### config.mk
export PLATFORM = sky130hd
export DESIGN_NAME = agc_scaler
export DESIGN_NICKNAME = d
export VERILOG_FILES = /design/src/rtl/agc_pkg.sv /design/src/rtl/agc_cfg_regs.sv /design/src/rtl/agc_scale_lane.sv /design/src/rtl/agc_gain_loop.sv /design/src/rtl/agc_scaler.sv
export SDC_FILE = /design/constraint.sdc
export NUM_CORES = 1
export LEC_CHECK = 0
export ABC_AREA = 1
export CAP_MARGIN = 10
export CORE_MARGIN = 8
export CORE_UTILIZATION = 58
export DETAILED_ROUTE_END_ITERATION = 8
export PLACE_DENSITY_LB_ADDON = 0.2
export SLEW_MARGIN = 5
export SYNTH_ARGS = -nofsm -noshare
export SYNTH_HDL_FRONTEND = slang
export SYNTH_HIERARCHICAL = 1
export SYNTH_SLANG_ARGS = --single-unit
export TNS_END_PERCENT = 5
### constraint.sdc
create_clock -name clk_i -period 7.2 [get_ports clk_i]
set_clock_uncertainty 0.2 [all_clocks]
set_input_delay 0.72 -clock clk_i [delete_from_list [all_inputs] [get_ports clk_i]]
set_output_delay 0.72 -clock clk_i [all_outputs]
set_load 0.02 [all_outputs]
### src/rtl/agc_pkg.sv
package agc_pkg;
  localparam int GAIN_EXP_W = 4;
  localparam int GAIN_MAN_W = 8;
  localparam int GAIN_W     = GAIN_EXP_W + GAIN_MAN_W;
  localparam int CFG_AW     = 3;
  localparam logic [GAIN_W-1:0] GAIN_UNITY = GAIN_W'(1) << (GAIN_MAN_W - 1);

  typedef enum logic [CFG_AW-1:0] {
    CFG_MODE   = 3'd0,
    CFG_HELD   = 3'd1,
    CFG_CEIL   = 3'd2,
    CFG_FLOOR  = 3'd3,
    CFG_SLEW   = 3'd4,
    CFG_TARGET = 3'd5
  } cfg_addr_e;
endpackage

### src/rtl/agc_cfg_regs.sv
module agc_cfg_regs
  import agc_pkg::*;
#(
  parameter int DW = 16
) (
  input  logic              clk_i,
  input  logic              rst_ni,
  input  logic              we_i,
  input  logic [CFG_AW-1:0] addr_i,
  input  logic [DW-1:0]     wdata_i,
  output logic              auto_o,
  output logic [GAIN_W-1:0] held_o,
  output logic [GAIN_W-1:0] ceil_o,
  output logic [GAIN_W-1:0] floor_o,
  output logic [GAIN_W-1:0] slew_o,
  output logic [DW-1:0]     target_o
);
  always_ff @(posedge clk_i or negedge rst_ni) begin
    if (!rst_ni) begin
      auto_o   <= 1'b0;
      held_o   <= GAIN_UNITY;
      ceil_o   <= '1;
      floor_o  <= '0;
      slew_o   <= GAIN_W'(1);
      target_o <= DW'(1) << (DW - 2);
    end else if (we_i) begin
      case (addr_i)
        CFG_MODE:   auto_o   <= wdata_i[0];
        CFG_HELD:   held_o   <= wdata_i[GAIN_W-1:0];
        CFG_CEIL:   ceil_o   <= wdata_i[GAIN_W-1:0];
        CFG_FLOOR:  floor_o  <= wdata_i[GAIN_W-1:0];
        CFG_SLEW:   slew_o   <= wdata_i[GAIN_W-1:0];
        CFG_TARGET: target_o <= wdata_i;
        default: ;
      endcase
    end
  end
endmodule

### src/rtl/agc_scale_lane.sv
module agc_scale_lane #(
  parameter int DW = 16,
  parameter int MW = 8,
  parameter int EW = 4
) (
  input  logic                 clk_i,
  input  logic                 rst_ni,
  input  logic                 s1_en_i,
  input  logic                 s2_en_i,
  input  logic signed [DW-1:0] x_i,
  input  logic [MW-1:0]        man_i,
  input  logic [EW-1:0]        exp_i,
  output logic signed [DW-1:0] y_o
);
  localparam int PW = DW + MW + 1;
  localparam int AW = DW + 2;
  localparam int SW = AW + (1 << EW) - 1;

  logic signed [PW-1:0] prod, prod_sh;
  logic signed [AW-1:0] acc_q;
  logic [EW-1:0]        exp_q;
  logic signed [SW-1:0] ext, wide;
  logic                 ovf;
  logic                 unused_hi;

  assign prod      = x_i * $signed({1'b0, man_i});
  assign prod_sh   = prod >>> (MW - 1);
  assign unused_hi = ^prod_sh[PW-1:AW];

  always_ff @(posedge clk_i or negedge rst_ni) begin
    if (!rst_ni) begin
      acc_q <= '0;
      exp_q <= '0;
    end else if (s1_en_i) begin
      acc_q <= prod_sh[AW-1:0];
      exp_q <= exp_i;
    end
  end

  assign ext  = {{(SW-AW){acc_q[AW-1]}}, acc_q};
  assign wide = ext <<< exp_q;
  // overflow when the bits above the output sign are not a pure sign extension
  assign ovf  = !(&wide[SW-1:DW-1]) && (|wide[SW-1:DW-1]);

  always_ff @(posedge clk_i or negedge rst_ni) begin
    if (!rst_ni) begin
      y_o <= '0;
    end else if (s2_en_i) begin
      if (ovf) y_o <= wide[SW-1] ? {1'b1, {(DW-1){1'b0}}} : {1'b0, {(DW-1){1'b1}}};
      else     y_o <= wide[DW-1:0];
    end
  end
endmodule

### src/rtl/agc_gain_loop.sv
module agc_gain_loop
  import agc_pkg::*;
#(
  parameter int DW = 16
) (
  input  logic                 clk_i,
  input  logic                 rst_ni,
  input  logic                 auto_i,
  input  logic                 upd_i,
  input  logic [GAIN_W-1:0]    held_i,
  input  logic [GAIN_W-1:0]    ceil_i,
  input  logic [GAIN_W-1:0]    floor_i,
  input  logic [GAIN_W-1:0]    slew_i,
  input  logic [DW-1:0]        target_i,
  input  logic signed [DW-1:0] smp_i_i,
  input  logic signed [DW-1:0] smp_q_i,
  output logic [GAIN_W-1:0]    gain_o
);
  logic [DW:0]       xi, xq, ai, aq;
  logic [DW+1:0]     lvl, tgt;
  logic [GAIN_W:0]   up_sum;
  logic [GAIN_W-1:0] stepped, nxt;

  assign xi  = {smp_i_i[DW-1], smp_i_i};
  assign xq  = {smp_q_i[DW-1], smp_q_i};
  assign ai  = xi[DW] ? (~xi + 1'b1) : xi;
  assign aq  = xq[DW] ? (~xq + 1'b1) : xq;
  assign lvl = {1'b0, ai} + {1'b0, aq};
  assign tgt = {2'b00, target_i};
  assign up_sum = {1'b0, gain_o} + {1'b0, slew_i};

  always_comb begin
    if (lvl > tgt)      stepped = (gain_o >= slew_i) ? gain_o - slew_i : '0;
    else if (lvl < tgt) stepped = up_sum[GAIN_W] ? '1 : up_sum[GAIN_W-1:0];
    else                stepped = gain_o;
    nxt = stepped;
    if (nxt > ceil_i)  nxt = ceil_i;
    if (nxt < floor_i) nxt = floor_i;  // floor wins on inverted limits
  end

  always_ff @(posedge clk_i or negedge rst_ni) begin
    if (!rst_ni)     gain_o <= GAIN_UNITY;
    else if (!auto_i) gain_o <= held_i;
    else if (upd_i)  gain_o <= nxt;
  end
endmodule

### src/rtl/agc_scaler.sv
module agc_scaler
  import agc_pkg::*;
#(
  parameter int DW = 16
) (
  input  logic                 clk_i,
  input  logic                 rst_ni,
  input  logic                 in_valid_i,
  input  logic signed [DW-1:0] in_i_i,
  input  logic signed [DW-1:0] in_q_i,
  input  logic                 cfg_we_i,
  input  logic [CFG_AW-1:0]    cfg_addr_i,
  input  logic [DW-1:0]        cfg_wdata_i,
  output logic                 out_valid_o,
  output logic signed [DW-1:0] out_i_o,
  output logic signed [DW-1:0] out_q_o,
  output logic [GAIN_W-1:0]    level_o
);
  localparam int LANES = 2;

  logic              mode_auto;
  logic [GAIN_W-1:0] held_g, lim_hi, lim_lo, slew_g, gain_q, eff_gain;
  logic [DW-1:0]     target_lvl;
  logic              v1_q;
  logic signed [DW-1:0] lane_x [LANES];
  logic signed [DW-1:0] lane_y [LANES];

  agc_cfg_regs #(.DW(DW)) u_cfg (
    .clk_i, .rst_ni,
    .we_i(cfg_we_i), .addr_i(cfg_addr_i), .wdata_i(cfg_wdata_i),
    .auto_o(mode_auto), .held_o(held_g), .ceil_o(lim_hi), .floor_o(lim_lo),
    .slew_o(slew_g), .target_o(target_lvl)
  );

  assign eff_gain = mode_auto ? gain_q : held_g;
  assign level_o  = eff_gain;

  always_ff @(posedge clk_i or negedge rst_ni) begin
    if (!rst_ni) begin
      v1_q        <= 1'b0;
      out_valid_o <= 1'b0;
    end else begin
      v1_q        <= in_valid_i;
      out_valid_o <= v1_q;
    end
  end

  assign lane_x[0] = in_i_i;
  assign lane_x[1] = in_q_i;

  for (genvar l = 0; l < LANES; l++) begin : g_lane
    agc_scale_lane #(.DW(DW), .MW(GAIN_MAN_W), .EW(GAIN_EXP_W)) u_lane (
      .clk_i, .rst_ni,
      .s1_en_i(in_valid_i), .s2_en_i(v1_q),
      .x_i(lane_x[l]),
      .man_i(eff_gain[GAIN_MAN_W-1:0]),
      .exp_i(eff_gain[GAIN_W-1:GAIN_MAN_W]),
      .y_o(lane_y[l])
    );
  end

  assign out_i_o = lane_y[0];
  assign out_q_o = lane_y[1];

  agc_gain_loop #(.DW(DW)) u_loop (
    .clk_i, .rst_ni,
    .auto_i(mode_auto), .upd_i(out_valid_o),
    .held_i(held_g), .ceil_i(lim_hi), .floor_i(lim_lo), .slew_i(slew_g),
    .target_i(target_lvl), .smp_i_i(out_i_o), .smp_q_i(out_q_o),
    .gain_o(gain_q)
  );
endmodule

## Word-level counts from Yosys, hierarchy flattened

Cells that the tools add are included.

- Flip-flop bits (word level): 151
- Input port bits: 55
- Output and inout port bits: 45
- Logic and storage cells: 66

- Add/subtract/negate cells: 5
- Multipliers: 2
- $lt $le $gt $ge: 5
- Equal/unequal tests: 6
- Shift operators: 2
- Mux-type cells: 15
- Bitwise logic cells: 2
- Reductions and logical operators: 15

Operator list:

| cell | count |
|---|---|
| two-way mux 12 bit | 9 |
| <<< shifter 18 x 4 -> 33 bit | 2 |
| two-way mux 16 bit | 4 |
| multiplier 16 x 9 -> 25 bit | 2 |
| AND reduction 18 bit | 2 |
| OR reduction 18 bit | 2 |
| adder 17 x 1 -> 17 bit, second input constant | 2 |
| two-way mux 17 bit | 2 |
| inverter 17 bit | 2 |
| adder 17 x 17 -> 18 bit | 1 |
| greater-than comparator 18 x 16 -> 1 bit | 1 |
| less-than comparator 18 x 16 -> 1 bit | 1 |
| adder 12 x 12 -> 13 bit | 1 |
| greater-or-equal comparator 12 bit | 1 |
| greater-than comparator 12 bit | 1 |
| less-than comparator 12 bit | 1 |
| AND reduction 2 bit | 6 |
| subtractor 12 bit | 1 |
| == test 3 x 2 -> 1 bit, second input constant | 2 |
| == test 3 bit, second input constant | 2 |
| == test 3 x 1 -> 1 bit, second input constant | 1 |
| zero test 3 bit | 1 |
| logical AND 1 bit | 2 |
| zero test 1 bit | 2 |
| inequality test 2 bit, second input constant | 1 |

## Depth between registers and ports, before layout

Gate-level depths: netlist of run 1.

- Word-level depth: 13
- Depth in mapped cells: 52
- Gate-level depth less buffers: 50

## By module

The synthesis of run 1 kept the hierarchy.

By module, submodules not included:

| module | instances | cells each | area an instance (um^2) | seq. area each (um^2) |
|---|---|---|---|---|
| agc_scale_lane at g_lane[0].u_lane | 1 | 1115 | 7477.2 | 950.9 |
| agc_scale_lane at g_lane[1].u_lane | 1 | 1112 | 7463.4 | 950.9 |
| agc_gain_loop | 1 | 807 | 4845.9 | 301.5 |
| agc_cfg_regs | 1 | 296 | 2596.2 | 1645.3 |
| agc_scaler | 1 | 41 | 207.7 | 50.0 |

## Least setup slack after synthesis of run 1

OpenSTA, ideal clock, no wires.

- Path type: reg2reg
- Start: register g_lane[0].u_lane.y_o[0]
- End: register u_loop.gain_o[1]
- Library setup time: 117 ps
- Data arrival time: 6788 ps
- Setup slack: 95 ps
- Cell stages (with the launch flop): 48
- Path buffers: 3
- Cells stage by stage: dfrtp_1 inv_1 ha_1 inv_1 nor3_1 nand2_1 nor3_1 nor2_1 xor2_1 ha_1 nand2_1 inv_1 a21oi_1 nand2_1 a31oi_1 o21ai_0 a21oi_1 nor2_1 (+12 left out) ha_1 a21oi_1 o31ai_1 nand3_1 o2111ai_1 o21ai_1 clkbuf_1 o21a_1 inv_1 ha_1 nand2_1 nor2_1 a211oi_1 o221a_2 clkbuf_1 nand3_1 nand3_1 nand2_1

- Word-level cells in the longest chain between the ends: 13
- Elaborated cells between the ends (all ways): 14
- Classes of those cells: add/sub: 2; order compare: 4; mux: 7; bitwise: 1

Ends and longest elaborated chain:

| item | line | text |
|---|---|---|
| start: declaration | agc_scale_lane.sv:13 | `output logic signed [DW-1:0] y_o` |
| start signal: assignment | agc_scale_lane.sv:49 | `if (ovf) y_o <= wide[SW-1] ? {1'b1, {(DW-1){1'b0}}} : {1'b0, {(DW-1){1'b1}}};` |
| start signal: assignment | agc_scale_lane.sv:50 | `else y_o <= wide[DW-1:0];` |
| inverter 17 bit | agc_gain_loop.sv:26 | `assign ai = xi[DW] ? (~xi + 1'b1) : xi;` |
| adder 17 x 1 -> 17 bit | agc_gain_loop.sv:26 |  |
| two-way mux 17 bit * | agc_gain_loop.sv:26 |  |
| adder 17 x 17 -> 18 bit * | agc_gain_loop.sv:28 | `assign lvl = {1'b0, ai} + {1'b0, aq};` |
| less-than comparator 18 x 16 -> 1 bit | agc_gain_loop.sv:34 | `else if (lvl < tgt) stepped = up_sum[GAIN_W] ? '1 : up_sum[GAIN_W-1:0];` |
| two-way mux 12 bit | agc_gain_loop.sv:34 |  |
| two-way mux 12 bit * | agc_gain_loop.sv:33 | `if (lvl > tgt) stepped = (gain_o >= slew_i) ? gain_o - slew_i : '0;` |
| greater-than comparator 12 bit | agc_gain_loop.sv:37 | `if (nxt > ceil_i) nxt = ceil_i;` |
| two-way mux 12 bit * | agc_gain_loop.sv:37 |  |
| less-than comparator 12 bit | agc_gain_loop.sv:38 | `if (nxt < floor_i) nxt = floor_i;` |
| two-way mux 12 bit * | agc_gain_loop.sv:38 |  |
| two-way mux 12 bit * | agc_gain_loop.sv:44 | `else if (upd_i) gain_o <= nxt;` |
| two-way mux 12 bit * | agc_gain_loop.sv:43 | `else if (!auto_i) gain_o <= held_i;` |
| end signal: assignment | agc_gain_loop.sv:43 |  |
| end signal: assignment | agc_gain_loop.sv:44 |  |
| end: declaration | agc_gain_loop.sv:17 | `output logic [GAIN_W-1:0] gain_o` |

Mark *: on every way between the ends. The rest lies on a longest branch, timed or not. The select of a mux whose other input is x is not followed.
A chain may end at the register's enable or synchronous reset.

## Worst setup path after layout of run 1

- Start: register g_lane[1].u_lane.y_o[0]
- End: register u_loop.gain_o[0]

- Word-level cells in the longest chain between the ends: 13
- Elaborated cells between the ends (all ways): 14
- Classes of those cells: add/sub: 2; order compare: 4; mux: 7; bitwise: 1

Ends and longest elaborated chain:

| item | line | text |
|---|---|---|
| start: declaration | agc_scale_lane.sv:13 |  |
| start signal: assignment | agc_scale_lane.sv:49 |  |
| start signal: assignment | agc_scale_lane.sv:50 |  |
| inverter 17 bit | agc_gain_loop.sv:27 | `assign aq = xq[DW] ? (~xq + 1'b1) : xq;` |
| adder 17 x 1 -> 17 bit | agc_gain_loop.sv:27 |  |
| two-way mux 17 bit * | agc_gain_loop.sv:27 |  |
| adder 17 x 17 -> 18 bit * | agc_gain_loop.sv:28 |  |
| less-than comparator 18 x 16 -> 1 bit | agc_gain_loop.sv:34 |  |
| two-way mux 12 bit | agc_gain_loop.sv:34 |  |
| two-way mux 12 bit * | agc_gain_loop.sv:33 |  |
| greater-than comparator 12 bit | agc_gain_loop.sv:37 |  |
| two-way mux 12 bit * | agc_gain_loop.sv:37 |  |
| less-than comparator 12 bit | agc_gain_loop.sv:38 |  |
| two-way mux 12 bit * | agc_gain_loop.sv:38 |  |
| two-way mux 12 bit * | agc_gain_loop.sv:44 |  |
| two-way mux 12 bit * | agc_gain_loop.sv:43 |  |

Marked as above.

==> results.sh, run 1 <==
export IMPL_status="finished with violations"
export IMPL_violations="setup timing"
export IMPL_rsz0062_at_grt="true"
export IMPL_tightest_slew_ps=905.1
export IMPL_final_util_pct=65.10
export IMPL_drive_gt1_share_pct=7.091
export IMPL_fillers=3629
export IMPL_yosysTopAreaCellShare_pct=19.08
export IMPL_dr_first_iter_drc_count=1518
export IMPL_layout_nets=3862
export IMPL_drc=0
export IMPL_viasPerCell=5.365
export IMPL_rr_worst_depth=47
export IMPL_worst_hold_path_type="input pin to asynchronous set/reset pin"
export IMPL_ant_nets=0
export IMPL_hold_viol=0
export IMPL_critPathRequiredTime_ps=7350
export IMPL_cts_sinks=155
export IMPL_yosys_top_cells_area="nand2_1 19%, fa_1 18%, dfrtp_1 15%, inv_1 11%, ha_1 9.6%"
export IMPL_arrival_ps=7410
export IMPL_port_buffers=99
export IMPL_synth_flop_cell="dfrtp_1"
export IMPL_drtPass1Iterations=5
export IMPL_post_synth_inst_count=3371
export IMPL_chipWidth_um=213.4
export IMPL_critPathMaxStageDelay_ps=410
export IMPL_timing_final_crit_share_pct=100.9
export IMPL_synth_top_area_cell="nand2_1"
export IMPL_crit_family="compound AO/OA/AOI/OAI gates"
export IMPL_maxSlewHeadroom_pct=39.66
export IMPL_slew_violations=0
export IMPL_synth_edf_count=0
export IMPL_initial_core_util_pct=58.59
export IMPL_cts_buffer_depth=2
export IMPL_r2r_end="u_loop/gain_o[0]"
export IMPL_cts_tree="built"
export IMPL_cts_reportedPaths_clkPinSlew_ps=70
export IMPL_async_reset_ff_share_pct=100.0
export IMPL_insertion_delay_ps=460
export IMPL_grt_pass1_vias=21240
export IMPL_grt_pass1_wl_um=103700
export IMPL_place_congestion=0.9509
export IMPL_critPathMaxFanout=6
export IMPL_critPathBufInv=11
export IMPL_gr_total_overflow=0
export IMPL_dp_hpwl_um=49420
export IMPL_start_kind="flop"
export IMPL_worst_slack_ps=-61.24
export IMPL_min_period_ps=7261
export IMPL_routedWlPerCell_um=15.87
export IMPL_wl_um=62820
export IMPL_ys_warnings_count=6
export IMPL_yosysMostFrequentCell="nand2_1"
export IMPL_crit_type="flop to flop"
export IMPL_area_growth_pct=11.11
export IMPL_grt_max_degree=90
export IMPL_finalSetupTns_ps=-485.5
export IMPL_antenna_found_initial=0
export IMPL_max_cap_violations=0
export IMPL_cts_hold_buf=0
export IMPL_syn_cell_area_um2=22590
export IMPL_synth_common_cells="1,148 x nand2_1, 636 x inv_1, 286 x nand3_1, 205 x fa_1, 174 x ha_1"
export IMPL_synth_avg_cell_area_um2=6.701
export IMPL_root_buffer="clkbuf_16"
export IMPL_h_tree_depth=4
export IMPL_yosysSeqAreaShare_pct=17.26
export IMPL_fmax_mhz=137.7
export IMPL_worst_path_stages=47
export IMPL_io_pins=100
export IMPL_grt_usage_pct=27.89
export IMPL_route_vias_total=21240
export IMPL_rrSetupSlack_ps=-60
export IMPL_synth_cell_type_count=57
export IMPL_crit_top_cell="inv_2"
export IMPL_dieArea_um2=45520
export IMPL_endpoint_kind="flop"
export IMPL_holdWs_ps=136.0
export IMPL_setup_viol=12
export IMPL_num_antenna_cells=0
export IMPL_r2r_start="g_lane[1].u_lane/y_o[0]"
export IMPL_crit_slowest_cell="dfrtp_1"
export IMPL_fp_row_count=72
export IMPL_cts_buffers_inserted=17
export IMPL_die_y_um=213.4
export IMPL_synth_seq_cells=155
export IMPL_design_core_area_um2=38560
==> per-stage QoR <==
stage	std cells	instance area, um2	worst slack (ps)
6_report	3959	25100	-61.24
5_1_grt	3959	25100	-393.9
4_1_cts	3936	24630	24.42
3_5_place_dp	3903	23980	-176.6
3_3_place_gp	3903	23980	-31.58
2_1_floorplan	3372	22590	94.78
==> metal layers <==
layer | routed length, um | track usage (%) | share of wire (%)
met1 | 28240 | 37.31 | 45
met2 | 29530 | 47.21 | 47
met3 | 3545 | 3.435 | 5.6
met4 | 1503 | 8.083 | 2.4
met5 | 0 | 0 | 0
==> how the worst max path moves through the flow <==
stage / to / from
after floorplan: u_loop/gain_o[1] / g_lane[0].u_lane/y_o[0]
after detailed placement: u_loop/gain_o[2] / g_lane[0].u_lane/y_o[0]
after global routing: u_loop/gain_o[0] / g_lane[1].u_lane/y_o[0]
final: u_loop/gain_o[0] / g_lane[1].u_lane/y_o[0]
after global placement: u_loop/gain_o[9] / g_lane[0].u_lane/y_o[0]
after CTS: u_loop/gain_o[1] / g_lane[0].u_lane/y_o[0]
==> worst register-to-register path, delay by kind of cell (launching register included) <==
kind | cells | cell delay, ps
buffers and inverters | 11 | 1170
XOR/XNOR | 2 | 210
AO/OA/AOI/OAI | 11 | 1910
adder cells (fa/ha/maj) | 5 | 1370
AND/OR/NAND/NOR | 18 | 1880
flip-flops | 1 | 410
==> area by class of cell <==
type | count | area, um2 | area share [%]
clock inverter | 15 | 161.4 | 0.6430
multi-input combinational | 2425 | 15850 | 63.14
sequential | 155 | 3899 | 15.53
inverter | 648 | 2450 | 9.760
timing repair buffer | 181 | 1668 | 6.645
clock buffer | 17 | 425.4 | 1.695
tap | 518 | 648.1 | 2.582
==> placed cells by master (no fill, tap or decap), types with 81 or more instances in the layout <==
cell type and n:
a21oi_1 94, clkdlybuf4s50_1 97, dfrtp_1 139, fa_1 205
ha_1 168, inv_1 624, nand2_1 1142, nand3_1 282
nor2_1 141, o21ai_0 81
==> timing repair <==
action	4_1_cts	5_1_grt
endpoints found under the hold margin	0	0
setup buffers	1	18
gates resized for setup	14	76
pin swaps	6	67
setup endpoints to repair	12	12
cloned	0	5
==> sequential cells by signal, summed over array words and instances (netlist names) <==
register             cells
u_cfg/ceil_o            12
u_cfg/slew_o            12
u_cfg/floor_o           12
g_lane.u_lane/acc_q     36
out_valid_o              1
u_cfg/held_o            12
u_cfg/auto_o             1
g_lane.u_lane/exp_q      8
g_lane.u_lane/y_o       32
u_loop/gain_o           12
v1_q                     1
u_cfg/target_o          16
==> cells by family after synthesis <==
kind of cell	Yosys count	share of synthesized area, %
xor+xnor	75	2.908
simple gates	1678	30.69
compound gates	290	7.394
fa+ha+maj	379	27.80
buf+inv	793	13.93
other cells	1	0.01660
flops	155	17.26
Power of run 1 is left out: the tool's default activity adds up to more than one toggle a clock period on the data nets, which glitch-free logic cannot reach.
==> run 2: changes to the inputs <==
CTS_CLUSTER_DIAMETER = 80   (was default)
==> results of run 2 <==
No change in the layout: final DEF, timing and power equal those of run 1.
Power of run 2 is left out for the same reason.
